<file path="src/rtl/kbc_pkg.sv">
package kbc_pkg;
  localparam int BYTE_W = 8;

  localparam logic [BYTE_W-1:0] CMD_WR_CFG   = 8'h60;
  localparam logic [BYTE_W-1:0] CMD_WR_PORT  = 8'hD1;
  localparam logic [BYTE_W-1:0] CMD_WR_KBDOB = 8'hD2;
  localparam logic [BYTE_W-1:0] CMD_WR_AUXOB = 8'hD3;

  localparam logic [BYTE_W-1:0] PORT_RESET = 8'h02;
  localparam int PORT_A20_BIT  = 1;
  localparam int PORT_IRQK_BIT = 4;
  localparam int PORT_IRQA_BIT = 5;
  localparam int CFG_IRQK_EN   = 0;
  localparam int CFG_IRQA_EN   = 1;

  typedef enum logic [2:0] {
    PEND_NONE, PEND_CFG, PEND_PORT, PEND_KBD, PEND_AUX
  } pend_t;

  typedef struct packed {
    logic accept;
    logic loadCfg;
    logic loadPort;
    logic loadKbdOb;
    logic loadAuxOb;
  } seqStrobes_t;
endpackage

</file>
<file path="src/rtl/kbc_seq_ctrl.sv">
module kbc_seq_ctrl
  import kbc_pkg::*;
#(
  parameter int LATENCY = 12
) (
  input  logic              clk,
  input  logic              rstN,
  input  logic              ibf,
  input  logic              obf,
  input  logic [BYTE_W-1:0] inByte,
  input  logic              inIsCmd,
  output seqStrobes_t       strb
);
  localparam int CNT_W = $clog2(LATENCY + 1);
  localparam logic [CNT_W-1:0] CNT_LOAD = CNT_W'(LATENCY);

  pend_t           pend;
  logic [CNT_W-1:0] busyCnt;
  logic            gate;

  assign gate = ibf && !obf && (busyCnt == '0);

  always_comb begin
    strb = '0;
    strb.accept = gate;
    if (gate && !inIsCmd) begin
      case (pend)
        PEND_CFG:  strb.loadCfg   = 1'b1;
        PEND_PORT: strb.loadPort  = 1'b1;
        PEND_KBD:  strb.loadKbdOb = 1'b1;
        PEND_AUX:  strb.loadAuxOb = 1'b1;
        default:   ;
      endcase
    end
  end

  always_ff @(posedge clk) begin
    if (!rstN) begin
      pend    <= PEND_NONE;
      busyCnt <= '0;
    end else begin
      if (gate) begin
        busyCnt <= CNT_LOAD;
        if (inIsCmd) begin
          case (inByte)
            CMD_WR_CFG:   pend <= PEND_CFG;
            CMD_WR_PORT:  pend <= PEND_PORT;
            CMD_WR_KBDOB: pend <= PEND_KBD;
            CMD_WR_AUXOB: pend <= PEND_AUX;
            default:      pend <= PEND_NONE;
          endcase
        end else begin
          pend <= PEND_NONE;
        end
      end else if (busyCnt != '0) begin
        busyCnt <= busyCnt - 1'b1;
      end
    end
  end

  // Checker: cycles since the last accept, saturating
  logic [CNT_W:0] sinceAccept;
  always_ff @(posedge clk) begin
    if (!rstN) sinceAccept <= (CNT_W + 1)'(LATENCY);
    else if (strb.accept) sinceAccept <= '0;
    else if (sinceAccept < (CNT_W + 1)'(LATENCY)) sinceAccept <= sinceAccept + 1'b1;
  end

  AST_ACCEPT_GAP: assert property (@(posedge clk) disable iff (!rstN)
    strb.accept |-> sinceAccept >= (CNT_W + 1)'(LATENCY));
  AST_ONE_LOAD: assert property (@(posedge clk) disable iff (!rstN)
    $onehot0({strb.loadCfg, strb.loadPort, strb.loadKbdOb, strb.loadAuxOb}));
endmodule

</file>
<file path="src/rtl/kbc_datapath.sv">
module kbc_datapath
  import kbc_pkg::*;
(
  input  logic              clk,
  input  logic              rstN,
  input  logic              hostWr,
  input  logic              hostSel,
  input  logic [BYTE_W-1:0] hostWrData,
  input  logic              hostRd,
  input  seqStrobes_t       strb,
  output logic              ibf,
  output logic              obf,
  output logic [BYTE_W-1:0] inByte,
  output logic              inIsCmd,
  output logic [BYTE_W-1:0] hostRdData,
  output logic [BYTE_W-1:0] status,
  output logic [BYTE_W-1:0] outPort,
  output logic              a20Gate,
  output logic              irqKbd,
  output logic              irqAux
);
  logic              auxSrc;
  logic [BYTE_W-1:0] obData;
  logic [BYTE_W-1:0] cfgByte;
  logic [BYTE_W-1:0] portLatch;
  logic              obLoad;

  assign obLoad = strb.loadKbdOb || strb.loadAuxOb;

  always_ff @(posedge clk) begin
    if (!rstN) begin
      ibf       <= 1'b0;
      inByte    <= '0;
      inIsCmd   <= 1'b0;
      obf       <= 1'b0;
      auxSrc    <= 1'b0;
      obData    <= '0;
      cfgByte   <= '0;
      portLatch <= PORT_RESET;
    end else begin
      if (hostWr) begin
        ibf     <= 1'b1;
        inByte  <= hostWrData;
        inIsCmd <= hostSel;
      end else if (strb.accept) begin
        ibf <= 1'b0;
      end
      if (obLoad) begin
        obf    <= 1'b1;
        auxSrc <= strb.loadAuxOb;
        obData <= inByte;
      end else if (hostRd) begin
        obf    <= 1'b0;
        auxSrc <= 1'b0;
      end
      if (strb.loadCfg)  cfgByte   <= inByte;
      if (strb.loadPort) portLatch <= inByte;
    end
  end

  assign irqKbd     = obf && !auxSrc && cfgByte[CFG_IRQK_EN];
  assign irqAux     = obf && auxSrc && cfgByte[CFG_IRQA_EN];
  assign hostRdData = obData;
  assign a20Gate    = portLatch[PORT_A20_BIT];
  assign status     = {2'b00, auxSrc, 1'b0, inIsCmd, 1'b0, ibf, obf};

  always_comb begin
    outPort = portLatch;
    outPort[PORT_IRQK_BIT] = irqKbd;
    outPort[PORT_IRQA_BIT] = irqAux;
  end

  AST_IBF_HELD: assert property (@(posedge clk) disable iff (!rstN)
    ibf && !strb.accept |=> ibf);
  AST_OB_NOT_CLOBBERED: assert property (@(posedge clk) disable iff (!rstN)
    obLoad |-> !obf);
  AST_ACCEPT_CLEARS: assert property (@(posedge clk) disable iff (!rstN)
    strb.accept && !hostWr |=> !ibf);
  AST_IRQ_NEEDS_OBF: assert property (@(posedge clk) disable iff (!rstN)
    (irqKbd || irqAux) |-> obf);
  AST_IRQ_EXCLUSIVE: assert property (@(posedge clk) disable iff (!rstN)
    $onehot0({irqKbd, irqAux}));
  AST_READ_DRAINS: assert property (@(posedge clk) disable iff (!rstN)
    hostRd && !obLoad |=> !obf && !status[5]);
  AST_PORT_STABLE: assert property (@(posedge clk) disable iff (!rstN)
    !strb.loadPort |=> $stable(portLatch));
endmodule

</file>
<file path="src/rtl/kbc_host_if.sv">
module kbc_host_if
  import kbc_pkg::*;
#(
  parameter int LATENCY = 12
) (
  input  logic              clk,
  input  logic              rstN,
  input  logic              hostWr,
  input  logic              hostSel,
  input  logic [BYTE_W-1:0] hostWrData,
  input  logic              hostRd,
  output logic [BYTE_W-1:0] hostRdData,
  output logic [BYTE_W-1:0] status,
  output logic [BYTE_W-1:0] outPort,
  output logic              a20Gate,
  output logic              irqKbd,
  output logic              irqAux
);
  seqStrobes_t       strb;
  logic              ibf, obf, inIsCmd;
  logic [BYTE_W-1:0] inByte;

  kbc_seq_ctrl #(.LATENCY(LATENCY)) u_ctrl (
    .clk(clk), .rstN(rstN), .ibf(ibf), .obf(obf),
    .inByte(inByte), .inIsCmd(inIsCmd), .strb(strb)
  );

  kbc_datapath u_dp (
    .clk(clk), .rstN(rstN), .hostWr(hostWr), .hostSel(hostSel),
    .hostWrData(hostWrData), .hostRd(hostRd), .strb(strb),
    .ibf(ibf), .obf(obf), .inByte(inByte), .inIsCmd(inIsCmd),
    .hostRdData(hostRdData), .status(status), .outPort(outPort),
    .a20Gate(a20Gate), .irqKbd(irqKbd), .irqAux(irqAux)
  );
endmodule

</file>
<file path="config.mk">
export PLATFORM = sky130hd
export DESIGN_NAME = kbc_host_if
export DESIGN_NICKNAME = d
export VERILOG_FILES = /design/src/rtl/kbc_pkg.sv /design/src/rtl/kbc_seq_ctrl.sv /design/src/rtl/kbc_datapath.sv /design/src/rtl/kbc_host_if.sv
export SDC_FILE = /design/constraint.sdc
export NUM_CORES = 1
export LEC_CHECK = 0
export ABC_AREA = 1
export ABC_CLOCK_PERIOD_IN_PS = 2800
export BUFFER_PORTS_ARGS = -buffer_cell sky130_fd_sc_hd__buf_2
export CORE_MARGIN = 3
export CORE_UTILIZATION = 30
export DETAILED_ROUTE_END_ITERATION = 10
export GPL_ROUTABILITY_DRIVEN = 0
export HOLD_SLACK_MARGIN = 0.1
export PLACE_DENSITY = 0.52
export SLEW_MARGIN = 10
export SYNTH_ARGS = -nofsm -noshare
export SYNTH_HDL_FRONTEND = slang
export SYNTH_SLANG_ARGS = --single-unit
</file>
<file path="constraint.sdc">
create_clock -name clk -period 2.8 [get_ports clk]
set_input_delay 0.14 -clock clk [delete_from_list [all_inputs] [get_ports clk]]
set_output_delay 0.14 -clock clk [all_outputs]
set_load 0.02 [all_outputs]
</file>
[Word-level counts from Yosys, hierarchy flattened]
Cells that the tools add are included.
Word-level totals
  register bits after elaboration: 37
  input bits: 13
  output and inout port bits: 27
  word-level logic and storage cells: 52
Operators by class
  add/subtract/negate cells: 1
  equal/unequal tests: 8
  muxes and demuxes: 14
  bitwise gates (word level): 1
  reduce and logical (&&, ||, !) cells: 17
Operator list (number)
  $eq A8 B8 Y1 const B: 3
  $mux W4: 3
  $pmux W3 S4: 1
  $mux W1: 9
  $eq A8 B7 Y1 const B: 1
  $logic_and A1 B1 Y1: 7
  $eq A3 B2 Y1 const B: 2
  $reduce_bool A2 Y1: 3
  $logic_not A4 Y1: 1
  $reduce_bool A4 Y1: 1
  $sub A4 B1 Y4 const B: 1
  $eq A3 B1 Y1 const B: 1
  $eq A3 B3 Y1 const B: 1
  $logic_not A1 Y1: 3
  $mux W3: 1
  $reduce_or A2 Y1: 1
  $logic_or A1 B1 Y1: 1
  $not A1 Y1: 1

[Depth between registers and ports, before layout]
Gate-level depths: netlist of the first run.
  depth in word-level cells: 7
  gate-level depth with buffers: 9
  gate-level depth less buffers: 8

[Cells and area by module]
A second synthesis of the first run with hierarchy kept.
Second synthesis, totals
  cell total of the unflattened synthesis: 232
  area total of the unflattened synthesis: 1627.8 um^2
By module, submodules not included
  kbc_datapath: instances 1, cells an instance 153, area each 1123.6 um^2, seq. area each 560.5 um^2
  kbc_seq_ctrl: instances 1, cells an instance 79, area each 504.2 um^2, seq. area each 140.1 um^2

[Worst setup path after synthesis of the first run]
No wires, ideal clock.
  path type: flip-flop to flip-flop
  from: reg u_ctrl.busyCnt[0]
  to: reg u_dp.obData[0], in the netlist u_dp.hostRdData[0]
  library setup time: 0.113 ns
  arrival time: 1.222 ns
  data required time: 2.687 ns
  slack: 1.465 ns
  cell stages (with the launch flop): 10
  buffers on the path: 2
  clock period less this slack: 1.335 ns
  cells stage by stage: dfxtp_1 > inv_1 > ha_1 > nand2_2 > nor2_4 > buf_6 > buf_6 > nand4_1 > nand2_1 > nor2_1
Between the ends
  cells in the longest elaborated chain, start to end: 5
RTL lines
  start: declaration: line kbc_seq_ctrl.sv:18  | logic [CNT_W-1:0] busyCnt;
  start signal: assignment: line kbc_seq_ctrl.sv:56  | busyCnt <= busyCnt - 1'b1;
  $logic_not A4 Y1: line kbc_seq_ctrl.sv:21  | assign gate = ibf && !obf && (busyCnt == '0);
  $logic_and A1 B1 Y1: line kbc_seq_ctrl.sv:21
  $logic_and A1 B1 Y1: line kbc_seq_ctrl.sv:26  | if (gate && !inIsCmd) begin
  $mux W4: line kbc_seq_ctrl.sv:26
  $logic_or A1 B1 Y1: line kbc_datapath.sv:28  | assign obLoad = strb.loadKbdOb || strb.loadAuxOb;
  end signal: assignment: line kbc_datapath.sv:51  | obData <= inByte;
  end: declaration: line kbc_datapath.sv:23  | logic [BYTE_W-1:0] obData;
No other way between the ends.
A chain may end at the register's enable or synchronous reset.

[Worst setup path in the final report of the first run]
  from: reg u_ctrl.busyCnt[0]
  to: reg u_dp.obData[4], in the netlist u_dp.hostRdData[4]
The elaborated chain is that of the path after synthesis.

==> results of run 1 <==
[metrics by stage]
stage | hold WS [ps] | power (W) | util [%]
6_report | 135 | 0.00119 | 36.3
3_5_place_dp | 345 | 0.000858 | 34.3
5_1_grt | 141 | 0.00127 | 36.3
2_1_floorplan | 257 | 0.000826 | -
3_3_place_gp | 347 | 0.000853 | 34.3
4_1_cts | 128 | 0.00121 | 36.3
[cell usage after synthesis]
| library cell | number |
|---|---|
| nand4_1 | 19 |
| o22ai_1 | 1 |
| a21oi_1 | 13 |
| buf_1 | 1 |
| ha_1 | 1 |
| nand2_4 | 1 |
| o21ai_0 | 11 |
| a21oi_2 | 1 |
| conb_1 | 1 |
| or2_2 | 1 |
| nand2_2 | 2 |
| clkbuf_1 | 2 |
| nor2_4 | 3 |
| nor3_2 | 1 |
| inv_1 | 22 |
| nand3b_2 | 1 |
| buf_6 | 2 |
| nor2_2 | 2 |
| buf_2 | 3 |
| nor2_1 | 44 |
| nand2_1 | 32 |
| buf_4 | 11 |
| dfxtp_1 | 35 |
| inv_2 | 3 |
| o21ai_1 | 2 |
| nand3_1 | 9 |
[sequential cells by signal, indices dropped and copies added, names as in the netlist]
name	flops
u_dp.obf	1
u_dp.ibf	1
u_dp.portLatch	6
u_ctrl.busyCnt	4
u_dp.cfgByte	2
u_dp.inIsCmd	1
u_dp.hostRdData	8
u_dp.inByte	8
u_dp.auxSrc	1
u_ctrl.pend	3
[kinds of logic (layout without fill, tap and decap cells)]
kind of cell / Yosys count / count (layout) / share of synthesized area (%)
compound gates: 28 / 28 / 8.88
flops: 35 / 35 / 42.9
fa+ha+maj: 1 / 1 / 0.766
simple gates: 115 / 115 / 33.5
buf+inv: 44 / 70 / 13.8
other cells: 1 / 4 / 0.229
[layer usage]
layer  vias up  GRT usage [%]  share of wire (%)
met5         -              0                  0
met4         0           4.56                2.0
met3         8           2.48                5.6
met2        36           17.2                 42
met1       610           15.4                 50
li1        764              -                  -
[layout make-up]
| type | instances | area, um2 | share of cell area (%) |
|---|---|---|---|
| flip-flops and latches | 35 | 701 | 37.3 |
| repair buffers | 37 | 195 | 10.4 |
| clock buffers | 7 | 76.3 | 4.06 |
| clock inverters | 1 | 5.00 | 0.266 |
| multi-input cells | 148 | 719 | 38.3 |
| well taps | 70 | 87.6 | 4.66 |
| inverters | 25 | 93.8 | 5.00 |
[final timing paths]
kind,slack [ps],to,startpoint,cells after the start
setup / recovery,1070,u_dp.hostRdData[4]$_SDFFE_PN0P_,u_ctrl.busyCnt[0]$_SDFFE_PP0P_,8
hold / removal,140,u_dp.inByte[7]$_SDFFE_PN0P_,hostWrData[7],3
setup reg to reg,1070,u_dp.hostRdData[4]$_SDFFE_PN0P_,u_ctrl.busyCnt[0]$_SDFFE_PP0P_,8
hold reg to reg,470,u_dp.portLatch[7]$_SDFFE_PN0P_,u_dp.portLatch[7]$_SDFFE_PN0P_,2
[power breakdown]
group | internal [W] | switching, W | leakage, nW | total (W)
registers | 0.000534 | 0.0000262 | 0.286 | 0.000561
logic | 0.0000977 | 0.000188 | 0.530 | 0.000286
clock network | 0.000174 | 0.000170 | 0.0422 | 0.000344
[worst min-delay path, stage by stage]
cell	delay [ps]
buf_2	70
o21ai_0	70
a21oi_1	100
[what timing repair did]
action	in CTS	in global routing
endpoints found under the setup margin	0	0
resized for setup	0	0
endpoints found under the hold margin	2	0
hold buffers	2	0
[cell usage in the layout (no fill, tap or decap), drive strengths merged]
master,instances
a21oi,14
buf,35
clkbuf,7
clkinv,1
conb,4
dfxtp,35
dlygate4sd3,2
ha,1
inv,25
nand2,35
nand3,9
nand3b,1
nand4,19
nor2,49
nor3,1
o21ai,13
o22ai,1
or2,1
==> run metrics, run 1 <==
required time of the critical path=just over 3000 ps; max cap viols=0; RSZ-0062 raised after global routing=false; Avg Cell Area, Syn=between 7 and 8 um2; First-pass DRT Iterations=4; drt first-iter violations=88; synth warn=0; final instance area=0.00188 mm2; Sink Count=35; CTS tree=yes; first-pass GRT wire length=about 5700 um; top cells by area, synth=dfxtp_1 43%, nor2_1 10%, nand2_1 7.4%; worst-margin pin slew=between 600 and 700 ps; post-placement cell count=between 300 and 400; H-tree levels=2; P per Cell Area=634 mW/mm2; Syn-to-layout area delta=14.9%; Crit Path Max Fanout=20; #FFs+latches synth=35; Finished Layout Cells=between 300 and 400; I/O pin cnt=40; Cell variety after synth=26; fin crit share=between 60% and 70%; post-route ant nets=0; Post-CTS Setup Repair Bufs=0; CTS buffer count=5; GRT Util Overall=a little under an eighth; Initial Util=approximately a third; crit path kind=reg -> reg; dpl hpwl=roughly 2600 um; vias in the first global route=around 1,300; die extent in y=79.8 um; routed wire length=3390 um; fraction of layout cells with a size suffix above 1=22.1%; final setup fails=0; sequential share of the synthesized area=42.9%; CP startpoint kind=register; Core Box Area=~0.0052 mm2; P_leak=0.858 nW; Worst Setup End Kind=register; Layout Nets=~270; Crit-path slowest cell=nor2_4; final hold violations=0; I/O Buffers=35; CP top delay family=simple AND/OR/NAND/NOR gates; Slew headroom=59.9%; Final min period=approximately 1700 ps; fmax=between 500 and 600 MHz; routed vias=~1,400; # DRC=0; setup TNS=0 ps; cells after synthesis=224; data arrival time of the worst path=between 1500 and 2000 ps; Peak VDD IR=around 230 uV; status=completed; Ant. Diodes=0; global route overflow=0; critical path's largest stage delay=~370 ps; Clk pin slew, worst setup/hold paths=70 ps; Synth area leader=dfxtp_1; worst setup margin=1070 ps; DP Area=between 0.0015 and 0.002 mm2; initial antenna violation count=0; clock root cell=clkbuf_8; die area=0.00637 mm2; CTS max path bufs=2; wire per inst=between 10 and 15 um; final max-slew violation count=0; Netlist Area Pre-Place=0.00163 mm2; Crit path buffers/inverters=2; FP Rows=26; post-place setup slack=between 1000 and 1500 ps; area share of the largest cell type after synthesis=a little over two fifths; crit-path most repeated cell=nor2_1; Clock Latency Late Sink=about 280 ps; clk_skew=roughly 6.4 ps; Chip Width=between 70 and 80 um; HP Class=in -> reg; worst path cell trace=inv_1 -> ha_1 -> nand2_2 -> nor2_4 -> nand3_1 -> inv_2 -> nor2_1 -> nor2_1; Vias/cell=4.39; number of fill cells=around 570; pin count of the biggest net entering global routing=30
(Power assumes the default switching activity.)
==> run 2, diff against run 1 <==
- ABC_CLOCK_PERIOD_IN_PS: 2800 -> 1500
- PLACE_DENSITY: 0.52 -> 0.54
- clock period: 2.8 -> 1.5 ns (I/O delays scaled with it)
==> run metrics, run 2 (synthesized netlist as in run 1, its figures left out) <==
Sink Count=35 (unchanged); data arrival time of the worst path=1580 ps (-370 ps); I/O pin cnt=40 (unchanged); crit path kind=reg -> reg; HP Class=in -> reg; post-route ant nets=0 (unchanged); initial antenna violation count=0 (unchanged); drt first-iter violations=80 (-9.1%); Chip Width=79.8 um (unchanged); H-tree levels=2 (unchanged); die extent in y=79.8 um (unchanged); Layout Nets=288 (+8.3%); Tot Pwr=0.00253 W (+110%); CTS buffer count=5 (unchanged); routed vias=1,528 (+7.8%); routed wire length=3640 um (+7.2%); final setup fails=0 (unchanged); setup TNS=0 ps (unchanged); CP startpoint kind=register; clk_skew=2.62 ps (-3.78 ps); wire per inst=10.5 um (+0.38%); I/O Buffers=35 (unchanged); final hold violations=0 (unchanged); R2R depth=9 (+1); Ant. Diodes=0 (unchanged); Core Box Area=0.00517 mm2 (unchanged); required time of the critical path=1690 ps (-1330 ps); max cap viols=0 (unchanged); fin crit share=93.0% (+31 points); first-pass GRT wire length=6110 um (+6.7%); vias in the first global route=1,348 (+2.9%); Worst Setup End Kind=register; fraction of layout cells with a size suffix above 1=27.6% (+5.5 points); Clock Latency Late Sink=290 ps (about the same); CTS max path bufs=2 (unchanged); P_leak=0.974 nW (+14%); Vias/cell=4.43 (+0.89%); clock root cell=clkbuf_8; Final min period=1400 ps (-331 ps); status=completed; final max-slew violation count=0 (unchanged); pin count of the biggest net entering global routing=21 (-30%); hold depth=3 (unchanged); Clk pin slew, worst setup/hold paths=70 ps (about the same); First-pass DRT Iterations=4 (unchanged); Crit Path Max Fanout=5 (-75%); Crit-path slowest cell=dfxtp_2; global route overflow=0 (unchanged); die area=0.00637 mm2 (unchanged); worst path cell trace=inv_2 -> ha_4 -> nand2_4 -> nor2_4 -> buf_4 -> clkbuf_16 -> nand4_1 -> nand2_1 -> nor2_1; critical path's largest stage delay=320 ps (-50 ps); FF-to-FF setup slack=100 ps (-970 ps); dpl hpwl=2640 um (+2.1%); Peak VDD IR=459 uV (+100%); Syn-to-layout area delta=29.9%; P per Cell Area=1190 mW/mm2 (+88%); most common cell after layout, fill and taps aside=nor2_1; # DRC=0 (unchanged); FP Rows=26 (unchanged); CTS tree=yes; post-place setup slack=110 ps (-955 ps); worst setup margin=104 ps (-969 ps); commonest cells after routing, fill and taps aside=42 x nor2_1, 35 x buf_2, 33 x dfxtp_1, 32 x nand2_1, 20 x inv_1; number of fill cells=537 (-6.3%); GRT Util Overall=12.2% (+0.94 points); Initial Util=31.6% (unchanged); fmax=717 MHz (+24%)
run 2: changes by cell type in the layout (fill, tap and decap cells not counted), moves of 2 or more:
cell and delta:
buf_4 +11, dlygate4sd3_1 +9, dfxtp_1 -2, dfxtp_2 +2
inv_1 -2, nor2_1 -2, nor2_2 +2
run 2: worst paths after layout:
path	from	end
setup reg to reg	u_ctrl.busyCnt[0]$_SDFFE_PP0P_	u_dp.hostRdData[2]$_SDFFE_PN0P_
hold / removal	rstN	u_dp.cfgByte[1]$_SDFFE_PN0P_
setup / recovery	u_ctrl.busyCnt[0]$_SDFFE_PP0P_	u_dp.hostRdData[2]$_SDFFE_PN0P_
hold reg to reg	u_dp.hostRdData[6]$_SDFFE_PN0P_	u_dp.hostRdData[6]$_SDFFE_PN0P_
run 2: timing repair:
action / in CTS / in global routing
gates resized for setup: 0 / 10
buffers inserted: 0 / 7
setup endpoints to repair: 0 / 17
hold buffers: 11 / 0
endpoints found under the hold margin: 12 / 0
run 2: through the flow:
stage	area [um2]	utilization (%)	cells	hold slack [ps]
3_3_place_gp	1830	35.3	318	281
6_report	2120	41.0	345	128
2_1_floorplan	1650	-	227	192
4_1_cts	2020	39.0	337	124
3_5_place_dp	1830	35.3	318	286
5_1_grt	2120	41.0	345	141
run 2: routing by layer:
| layer | GRT usage, % | vias up | wire, um |
|---|---|---|---|
| met5 | 0 | - | 0 |
| met4 | 4.56 | 0 | 34 |
| met3 | 3.84 | 5 | 228 |
| li1 | - | 812 | - |
| met1 | 17.0 | 670 | 1850 |
| met2 | 17.6 | 41 | 1530 |
run 2: critical path, delay by kind of cell (launching register included):
| family | cells | cell delay [ps] |
|---|---|---|
| and+or+nand+nor | 5 | 470 |
| buffers and inverters | 3 | 350 |
| DFF | 1 | 320 |
| adders and majority gates | 1 | 150 |
run 2: power breakdown:
group	internal [W]	switching [W]
sequential	0.00100	0.0000531
combinational	0.000400	0.000425
clock	0.000325	0.000325
run 2: area by class of cell:
cell class | instances | area, um2 | share of cell area [%]
well taps | 70 | 87.6 | 4.12
clock inverters | 1 | 5.00 | 0.236
repair buffers | 59 | 413 | 19.4
multi-input cells | 148 | 742 | 34.9
flip-flops and latches | 35 | 703 | 33.1
inverters | 25 | 96.3 | 4.54
clock buffers | 7 | 76.3 | 3.59
==> run 3, diff against run 2 <==
- BUFFER_PORTS_ARGS: -buffer_cell sky130_fd_sc_hd__buf_2 -> not set
- DONT_BUFFER_PORTS: not set -> 1
- PLACE_DENSITY: 0.54 -> 0.47
- RECOVER_POWER: not set -> 50
==> run metrics, run 3 (synthesized netlist as in run 1, its figures left out) <==
DR top layer=met4; GRT Util Overall=12.0% (-0.29 points); H-tree levels=2 (unchanged); CP top delay family=simple AND/OR/NAND/NOR gates; required time of the critical path=1680 ps (about the same); P_leak=0.817 nW (-16%); Final min period=1410 ps (+18.5 ps); Clk pin slew, worst setup/hold paths=60 ps (about the same); CP startpoint kind=register; FF-to-FF setup slack=90 ps (-20 ps); final setup fails=0 (unchanged); Critical R2R Launch=u_ctrl.busyCnt[0]$_SDFFE_PP0P_; die area=0.00637 mm2 (unchanged); Tot Pwr=0.00245 W (-3.1%); Initial Util=31.6% (unchanged); drt first-iter violations=82 (+2.5%); wire per inst=12.0 um (+13%); CTS tree=yes; Finished Layout Cells=313 (-9.3%); fin crit share=94.3% (+1.2 points); Ant. Diodes=0 (unchanged); Hold Startpoint=hostWr; Slew headroom=a little over half; R2R depth=9 (unchanged); Layout Nets=258 (-10%); Stages on worst setup path=9 (unchanged); Vias/cell=4.60 (+3.9%); die extent in y=79.8 um (unchanged); Peak VDD IR=370 uV (-19%); Crit Path Max Fanout=8 (+3); status=completed; clk_skew=2.79 ps (+0.162 ps); fmax=707 MHz (-1.3%); initial antenna violation count=0 (unchanged); Sink Count=35 (unchanged); routed wire length=3740 um (+2.9%); Crit-path slowest cell=dfxtp_2; post-placement cell count=288 (-9.4%); max cap viols=0 (unchanged); fraction of layout cells with a size suffix above 1=16.9% (-11 points); Worst Setup End Kind=register; met2 wire length=1700 um (+11%); first-pass GRT wire length=5890 um (-3.5%); post-place setup slack=95.3 ps (-15.0 ps); worst path cell trace=inv_2 -> ha_4 -> nand2_4 -> nor2_4 -> buf_4 -> buf_6 -> nand4_1 -> nand2_1 -> nor2_1; routed vias=1,441 (-5.7%); P per Cell Area=1250 mW/mm2 (+4.8%); CTS max path bufs=2 (unchanged); met1 WL=1680 um (-9.0%); data arrival time of the worst path=1590 ps (about the same); post-route ant nets=0 (unchanged); First-pass DRT Iterations=4 (unchanged); pin count of the biggest net entering global routing=22 (+4.8%); Syn-to-layout area delta=20.1%; clock root cell=clkbuf_8; vias in the first global route=1,265 (-6.2%); setup TNS=0 ps (unchanged); dpl hpwl=2670 um (+0.91%); Core Box Area=0.00517 mm2 (unchanged); # DRC=0 (unchanged); worst hold slack=200 ps (+71.5 ps); critical path's largest stage delay=320 ps (about the same); I/O pin cnt=40 (unchanged); crit path kind=reg -> reg; CP Launch Point=u_ctrl.busyCnt[0]$_SDFFE_PP0P_; I/O Buffers=0 (-100%); commonest cells after routing, fill and taps aside=43 x nor2_1, 33 x dfxtp_1, 32 x nand2_1, 20 x inv_1, 19 x nand4_1; worst-margin pin slew=between 700 and 800 ps; HP Class=in -> reg; r2r endpoint=u_dp.hostRdData[2]$_SDFFE_PN0P_; Crit path buffers/inverters=3 (unchanged); final hold violations=0 (unchanged); Chip Width=79.8 um (unchanged); final max-slew violation count=0 (unchanged); Clock Latency Late Sink=280 ps (about the same); Setup crit end=u_dp.hostRdData[2]$_SDFFE_PN0P_; CTS buffer count=5 (unchanged); Met3 Routed Length=319 um (+40%); global route overflow=0 (unchanged); most common cell after layout, fill and taps aside=nor2_1; FP Rows=26 (unchanged); worst setup margin=85.8 ps (-18.5 ps)
[run 3: through the flow]
| stage | area [um2] | util [%] |
|---|---|---|
| floorplan | 1650 | - |
| global placement | 1680 | 32.4 |
| detailed placement | 1680 | 32.4 |
| CTS | 1870 | 36.1 |
| global route | 1960 | 38.0 |
| finish | 1960 | 38.0 |
[run 3: layout make-up]
| class | instances | area (um2) |
|---|---|---|
| clock buffers | 6 | 72.6 |
| multi-input cells | 148 | 752 |
| fillers | 566 | 3210 |
| inverters | 25 | 101 |
| repair buffers | 28 | 240 |
| repair inverters | 1 | 6.26 |
| well taps | 70 | 87.6 |
| flip-flops and latches | 35 | 703 |
[run 3: where the power goes]
part,total (W),switching [W],leakage (nW),internal (W)
sequential,0.00105,0.0000524,0.286,0.00100
clock,0.000620,0.000311,0.0371,0.000309
combinational,0.000781,0.000428,0.493,0.000353
total,0.00245,0.000791,0.817,0.00166
[run 3: repair_timing]
item / in CTS / in global routing
setup buffers: 0 / 5
endpoints found under the setup margin: 0 / 18
gates resized for setup: 0 / 17
hold buffers: 12 / 0
endpoints found under the hold margin: 35 / 0
[run 3: how the worst min path moves through the flow]
stage / end / cells after the start / slack (ps)
6_report: u_dp.inByte[1]$_SDFFE_PN0P_ / 2 / 200
5_1_grt: u_dp.inByte[5]$_SDFFE_PN0P_ / 2 / 270
3_3_place_gp: u_dp.portLatch[1]$_SDFFE_PN1P_ / 1 / 170
3_5_place_dp: u_dp.portLatch[1]$_SDFFE_PN1P_ / 1 / 170
2_1_floorplan: u_dp.ibf$_SDFFE_PN0P_ / 2 / 190
4_1_cts: u_dp.inByte[2]$_SDFFE_PN0P_ / 2 / 210
[run 3: layer usage]
metal,vias to the layer above,global-route usage (%)
met5,-,0
met3,5,4.40
met2,50,17.7
met1,635,15.7
met4,0,4.56
li1,751,-
